$ cat src/rtl/irq_evt_pkg.sv
// Package: shared constants for the event interrupt controller.
// Assumes a word-addressed register port; addresses are word indices.
package irq_evt_pkg;
    localparam int NUM_EVT = 13;

    // Event bit positions (fixed: software decodes them)
    localparam int EVT_RX_UNDER  = 0;
    localparam int EVT_RX_OVER   = 1;
    localparam int EVT_RX_THRESH = 2;
    localparam int EVT_TX_OVER   = 3;
    localparam int EVT_TX_EMPTY  = 4;
    localparam int EVT_RD_REQ    = 5;
    localparam int EVT_TX_ABORT  = 6;
    localparam int EVT_RX_DONE   = 7;
    localparam int EVT_ACTIVITY  = 8;
    localparam int EVT_STOP      = 9;
    localparam int EVT_START     = 10;
    localparam int EVT_GEN_CALL  = 11;
    localparam int EVT_RESTART   = 12;

    // Bits owned by hardware: never cleared by software reads
    localparam logic [NUM_EVT-1:0] LEVEL_BITS =
        NUM_EVT'((1 << EVT_RX_THRESH) | (1 << EVT_TX_EMPTY));

    // Register word addresses
    localparam int ADR_RAW     = 0;
    localparam int ADR_MASK    = 1;
    localparam int ADR_MSTAT   = 2;
    localparam int ADR_CLR_ALL = 3;
    localparam int ADR_CLR_BASE = 16;

    // Read mux selection
    typedef enum logic [1:0] {
        SEL_ZERO  = 2'd0,
        SEL_RAW   = 2'd1,
        SEL_MASK  = 2'd2,
        SEL_MSTAT = 2'd3
    } rd_sel_e;
endpackage

$ cat src/rtl/irq_raw_bank.sv
// Module: irq_raw_bank
// Holds the sticky raw event bits. Each bit is set by its pulse.
// Bits flagged in LEVEL_MASK accept only hardware clears; the other
// bits accept only software clears. A set pulse beats any clear.
// Assumes a synchronous active-low reset.
module irq_raw_bank #(
    parameter int N = 13,
    parameter logic [N-1:0] LEVEL_MASK = '0
) (
    input  logic         clk,
    input  logic         rst_n,
    input  logic [N-1:0] set_i,
    input  logic [N-1:0] sw_clr_i,
    input  logic [N-1:0] hw_clr_i,
    output logic [N-1:0] raw_o
);
    for (genvar i = 0; i < N; i++) begin : g_bit
        logic clr_ok;
        // Pick the clear source this bit honours
        if (LEVEL_MASK[i]) begin : g_lvl
            assign clr_ok = hw_clr_i[i];
        end else begin : g_sw
            assign clr_ok = sw_clr_i[i];
        end

        // Per-bit sticky flag, set has priority over clear
        always_ff @(posedge clk) begin
            if (!rst_n) begin
                raw_o[i] <= 1'b0;
            end else if (set_i[i]) begin
                raw_o[i] <= 1'b1;
            end else if (clr_ok) begin
                raw_o[i] <= 1'b0;
            end
        end
    end
endmodule

$ cat src/rtl/irq_mask_reg.sv
// Module: irq_mask_reg
// The interrupt enable mask. W bits are stored and reset to RST_VAL.
// Only the low bits, one per event, gate the interrupt; upper bits are storage only.
module irq_mask_reg #(
    parameter int W = 15,
    parameter logic [W-1:0] RST_VAL = '0
) (
    input  logic         clk,
    input  logic         rst_n,
    input  logic         we_i,
    input  logic [W-1:0] wdata_i,
    output logic [W-1:0] mask_o
);
    // Load on write, reset to the programmed default
    always_ff @(posedge clk) begin
        if (!rst_n) begin
            mask_o <= RST_VAL;
        end else if (we_i) begin
            mask_o <= wdata_i;
        end
    end
endmodule

$ cat src/rtl/irq_reg_decode.sv
// Module: irq_reg_decode
// Decodes the register port: the mask write enable, the software clear
// vector (one clear address per event plus a combined clear) and the
// read mux select. Purely combinational.
module irq_reg_decode
    import irq_evt_pkg::*;
#(
    parameter int N = 13,
    parameter int ADDR_W = 5
) (
    input  logic              rd_en_i,
    input  logic              wr_en_i,
    input  logic [ADDR_W-1:0] addr_i,
    output logic              mask_we_o,
    output logic [N-1:0]      sw_clr_o,
    output rd_sel_e           rd_sel_o
);
    logic clr_all;

    // Combined clear hit
    assign clr_all   = rd_en_i && (addr_i == ADDR_W'(ADR_CLR_ALL));
    // Mask is the only writable location
    assign mask_we_o = wr_en_i && (addr_i == ADDR_W'(ADR_MASK));

    for (genvar i = 0; i < N; i++) begin : g_clr
        // Per-event clear address hit or combined clear
        assign sw_clr_o[i] = clr_all ||
            (rd_en_i && (addr_i == ADDR_W'(ADR_CLR_BASE + i)));
    end

    // Read source selection; clear addresses and holes read zero
    always_comb begin
        case (addr_i)
            ADDR_W'(ADR_RAW):   rd_sel_o = SEL_RAW;
            ADDR_W'(ADR_MASK):  rd_sel_o = SEL_MASK;
            ADDR_W'(ADR_MSTAT): rd_sel_o = SEL_MSTAT;
            default:            rd_sel_o = SEL_ZERO;
        endcase
    end
endmodule

$ cat src/rtl/irq_evt_ctrl.sv
// Module: irq_evt_ctrl (top)
// Event interrupt controller: sticky raw events, a 15-bit enable mask,
// a masked status view, read-to-clear acknowledgement and one level
// interrupt. Read data is registered (one cycle latency) and held.
// Assumes a synchronous active-low reset; irq is forced low while in reset.
module irq_evt_ctrl
    import irq_evt_pkg::*;
#(
    parameter int ADDR_W = 5,
    parameter int DATA_W = 32,
    parameter int MASK_W = 15,
    parameter logic [MASK_W-1:0] MASK_RST = 15'h08FF
) (
    input  logic              clk,
    input  logic              rst_n,
    input  logic [12:0]       evt_set,
    input  logic [1:0]        lvl_clr,
    input  logic              rd_en,
    input  logic              wr_en,
    input  logic [ADDR_W-1:0] addr,
    input  logic [DATA_W-1:0] wdata,
    output logic [DATA_W-1:0] rdata,
    output logic              irq
);
    localparam int N = NUM_EVT;

    logic [N-1:0]      raw_q;
    logic [MASK_W-1:0] mask_q;
    logic [N-1:0]      sw_clr;
    logic [N-1:0]      hw_clr;
    logic              mask_we;
    rd_sel_e           rd_sel;
    logic [DATA_W-1:0] rd_val;

    // Route the two level strobes onto their event positions
    always_comb begin
        hw_clr                = '0;
        hw_clr[EVT_RX_THRESH] = lvl_clr[0];
        hw_clr[EVT_TX_EMPTY]  = lvl_clr[1];
    end

    irq_reg_decode #(.N(N), .ADDR_W(ADDR_W)) u_dec (
        .rd_en_i   (rd_en),
        .wr_en_i   (wr_en),
        .addr_i    (addr),
        .mask_we_o (mask_we),
        .sw_clr_o  (sw_clr),
        .rd_sel_o  (rd_sel)
    );

    irq_raw_bank #(.N(N), .LEVEL_MASK(LEVEL_BITS)) u_raw (
        .clk      (clk),
        .rst_n    (rst_n),
        .set_i    (evt_set),
        .sw_clr_i (sw_clr),
        .hw_clr_i (hw_clr),
        .raw_o    (raw_q)
    );

    irq_mask_reg #(.W(MASK_W), .RST_VAL(MASK_RST)) u_mask (
        .clk     (clk),
        .rst_n   (rst_n),
        .we_i    (mask_we),
        .wdata_i (wdata[MASK_W-1:0]),
        .mask_o  (mask_q)
    );

    // Read value mux from pre-clear state
    always_comb begin
        case (rd_sel)
            SEL_RAW:   rd_val = DATA_W'(raw_q);
            SEL_MASK:  rd_val = DATA_W'(mask_q);
            SEL_MSTAT: rd_val = DATA_W'(raw_q & mask_q[N-1:0]);
            default:   rd_val = '0;
        endcase
    end

    // Capture read data on a read strobe, hold otherwise
    always_ff @(posedge clk) begin
        if (!rst_n) begin
            rdata <= '0;
        end else if (rd_en) begin
            rdata <= rd_val;
        end
    end

    // Level interrupt, held low in reset
    assign irq = rst_n && (|(raw_q & mask_q[N-1:0]));
endmodule

$ cat config.mk
export PLATFORM = sky130hd
export DESIGN_NAME = irq_evt_ctrl
export DESIGN_NICKNAME = d
export VERILOG_FILES = /design/src/rtl/irq_evt_pkg.sv /design/src/rtl/irq_raw_bank.sv /design/src/rtl/irq_mask_reg.sv /design/src/rtl/irq_reg_decode.sv /design/src/rtl/irq_evt_ctrl.sv
export SDC_FILE = /design/constraint.sdc
export NUM_CORES = 1
export LEC_CHECK = 0
export BUFFER_PORTS_ARGS = -buffer_cell sky130_fd_sc_hd__buf_2
export CORE_MARGIN = 1.5
export CORE_UTILIZATION = 35
export DETAILED_ROUTE_END_ITERATION = 10
export REMOVE_ABC_BUFFERS = 1
export SYNTH_ARGS = -nofsm -noshare
export SYNTH_HDL_FRONTEND = slang
export SYNTH_SLANG_ARGS = --single-unit
$ cat constraint.sdc
create_clock -name clk -period 1.2 [get_ports clk]
set_clock_uncertainty 0.2 [all_clocks]
set_input_delay 0.06 -clock clk [delete_from_list [all_inputs] [get_ports clk]]
set_output_delay 0.06 -clock clk [all_outputs]
set_load 0.01 [all_outputs]
==> results summary <==
Of the total power, registers draw 0.463. The worst-path maximum fanout is 2. The number of hold-slack violations in the final timing report is 0. The placer's final routability congestion estimate is roughly 0.87. Of the cells placed in the final design, the portion with a size suffix greater than 1 is 0.3440.

The pin count of the biggest net entering global routing is 16. The pre-antenna-repair detailed-routing pass consisted of 5 iterations. The area growth from synthesis to layout came out at 58.03%. After synthesis, the netlist uses 35 different library cells. The final reports fail on setup timing. The repair_antennas step left the layout with diodes totalling 0. Among all flip-flop cells after synthesis, the most frequent one is sky130_fd_sc_hd__dfxtp_1. STA classifies the critical path startpoint as a flip-flop. The aggregate global-route resource usage came out at 0.2058.

After detailed routing, the average wire length per cell comes to between 10 and 15 µm. The peak ir drop on the vdd network came out at 0.6304 mV. The post-placement worst setup slack is -0.2855 ns. The effective utilization at floorplan came out at 0.3601. Setup repair after global routing could not meet its margin everywhere. The part of the cycle the worst path needs is 1.382. The initial antenna violation count was 0.

The final critical-path setup slack is -0.4583 ns. The sink count of the clock tree came out at 43. The category of the worst setup path capture point is an output port. The overall power is ~3.3 mW. The run finished, with violations left. Yosys attributes the largest share of cell area to sky130_fd_sc_hd__dfxtp_1 44%, sky130_fd_sc_hd__nand2_1 9.3%, sky130_fd_sc_hd__buf_4 7.2%. The clock insertion delay at the later pin of the skew report is ~0.3 ns. The signal on the critical path passes through a22oi_2, nand2_1, a221oi_2, a31oi_1, buf_2. The H-tree was split into 2 levels. For this run, the register share of the synthesized area comes to 0.4368. For this design the ratio of total power to cell area is ~1100 nW/µm². The vertical die dimension came out at between 70 and 80 µm. The worst endpoint required time is ~0.94 ns.

The utilization after layout came out at 0.5690. Setup violations remaining at the end of the flow were counted as 2. The number of synthesized register bits came out at 43.

The number of rows in the core area came out at 27. The analysis attributes to net switching a power of approximately 0.83 mW. The highest attainable clock frequency came out at a little over 600 MHz.

Clock tree synthesis selected as its root buffer the cell sky130_fd_sc_hd__clkbuf_8. The number of warnings printed during yosys synthesis came out at 0. The share of total power dissipated in the clock network is 0.357.

The number of maximum-capacitance constraint violations came out at 0. The TritonCTS clock tree is built. For this run, design rule violations remaining after detail routing come to 0. The total via count in the routed design came out at between 2000 and 2500. Of the total power, the share spent switching nets is 0.2502. Among all stages on the critical path, the largest delay is contributed by sky130_fd_sc_hd__dfxtp_2. The slack of the worst reg-to-reg path is -0.02 ns. Subtracting the final worst setup slack from the clock period gives 1.658 ns. The final routed wirelength across all metal layers is approximately 6.1 mm. The async set or reset register ratio after synthesis is 0. The worst endpoint data arrival time is ~1.4 ns.

In this run, the number of DRC markers left after iteration 0 of detailed routing was between 100 and 150. Each instance of the synthesized netlist takes up on average between 8 and 9 µm². In this run the worst hold path is classified as in2reg. The library cell used most frequently in the layout, excluding fill and tap cells, is sky130_fd_sc_hd__buf_2. After floorplanning, the core was sized to cover approximately 5500 µm². The count of buffers from port buffering is 54. Synthesis produced a netlist whose cell count is 242. Of the post-synthesis cell area, the dominant cell type holds 0.4368. The floorplan step defined a die boundary enclosing a little over 6000 µm². The number of buffers inserted by post-CTS setup repair came out at 0. After the last flow step, the layout net total stands at 430.

Pin placement for this block handled between 80 and 90 I/O pins. The number of global-route vias before repair was between 2000 and 2500. The clock slew at the register clock pins of the worst setup and hold paths is roughly 0.080 ns.

The overflow left after global routing came out at 0. The max-slew violation total from the final report is 0. By startpoint and endpoint, the worst setup path is classified as reg2out. The maximum root-to-sink buffer count came out at 2. The standby leakage power came out at 1.425 nW. The first-pass GRT wire length is just under 10 mm. The biggest area contributor in the post-synthesis netlist is sky130_fd_sc_hd__dfxtp_1.

The internal portion of the total power is around 2.5 mW. The HPWL reported at the end of detailed placement came out at ~4.2 mm. The delay of the slowest critical-path stage is about 0.33 ns. The share of total power dissipated in combinational logic is 0.180. The via count normalized by instance count came out at between 4 and 5. The number of synthesized flops with an enable pin is 0. The detail route stage leaves a number of antenna-violating nets equal to 0. In this run, CTS created clock tree buffers numbering 5. The post-synthesis instance area came out at approximately 2000 µm². The top cell types in the final layout, fill and taps aside, are 54 x sky130_fd_sc_hd__buf_2, 49 x sky130_fd_sc_hd__nand2_1, 49 x sky130_fd_sc_hd__buf_4. The die boundary width came out at ~80 µm.
-- power groups by stage --
stage	Clock, mW	Combinational, mW	Sequential, mW
floorplan	0	0.168	1.56
global placement	0	0.480	1.56
detailed placement	0	0.483	1.56
CTS	1.19	0.576	1.53
global route	1.25	0.651	1.54
finish	1.18	0.597	1.54
-- worst max-delay path: cells and delay by family, from the launching register on --
kind                   cells  cell delay [ns]
DFF                        1             0.33
buffers and inverters      1             0.16
and+or+nand+nor            1             0.09
AOI/OAI and AO/OA          3             0.52
-- cell usage after synthesis (all sizes together), types with 4 or more instances --
cell type and n:
a22oi 4, o221ai 9, nand2 49, dfxtp 43, inv 6, nor2 6, buf 24, o21ai 21
a21oi 22, nand3 15, nand2b 6, clkbuf 8
-- layout make-up --
cell class,count,area [µm²]
Fill cell,543,2359
Sequential cell,43,864.6
Inverter,6,22.52
Timing Repair Buffer,141,1035
Clock inverter,2,35.03
Tap cell,72,90.09
Multi-Input combinational cell,177,984.7
Clock buffer,6,82.58
-- routing by layer --
layer,track usage,routed length (µm),up-vias
li1,-,-,1086
met1,0.2545,2716,967
met2,0.3626,3067,59
met3,0.03605,216,4
met4,0.06429,59,0
met5,0,0,-
-- repair_timing --
item,in CTS,in global routing
gates resized for setup,7,11
pin swaps,6,5
endpoints found under the hold margin,31,3
hold buffers,33,2
endpoints found under the setup margin,2,9
-- cell families after synthesis --
| family | Yosys count | share of synthesized area |
|---|---|---|
| AND/OR/NAND/NOR | 89 | 0.2127 |
| AO/OA/AOI/OAI | 69 | 0.2184 |
| flip-flops | 43 | 0.4368 |
| buffers and inverters | 38 | 0.1213 |
| XOR/XNOR | 2 | 0.008891 |
| other | 1 | 0.001903 |
-- registers in the layout, indices dropped and copies added (netlist names) --
| register | flops |
|---|---|
| rdata | 15 |
| u_mask.mask_o | 15 |
| u_raw.raw_o | 13 |
-- path summary, 6_finish.rpt --
path	end	start	cells after the start
worst min register to register	u_mask.mask_o[13]	u_mask.mask_o[13]	2
worst max register to register	rdata[9]	u_mask.mask_o[9]	5
worst min-delay path	rdata[6]	rst_n	4
worst max-delay path	irq	u_raw.raw_o[0]	5
-- stage by stage --
| step | hold slack [ns] | cell area (µm²) | setup TNS, ns | std cells |
|---|---|---|---|---|
| 2_1_floorplan | -0.06817 | 1814 | -2.637 | 226 |
| 5_1_grt | 0.04266 | 3114 | -0.6990 | 447 |
| 3_3_place_gp | 0.06693 | 2585 | -7.134 | 405 |
| 3_5_place_dp | 0.07316 | 2585 | -7.399 | 405 |
| 6_report | 0.03128 | 3114 | -0.4734 | 447 |
| 4_1_cts | 0.01982 | 3064 | -0.6685 | 446 |
Power figures use the tool's default switching activity.
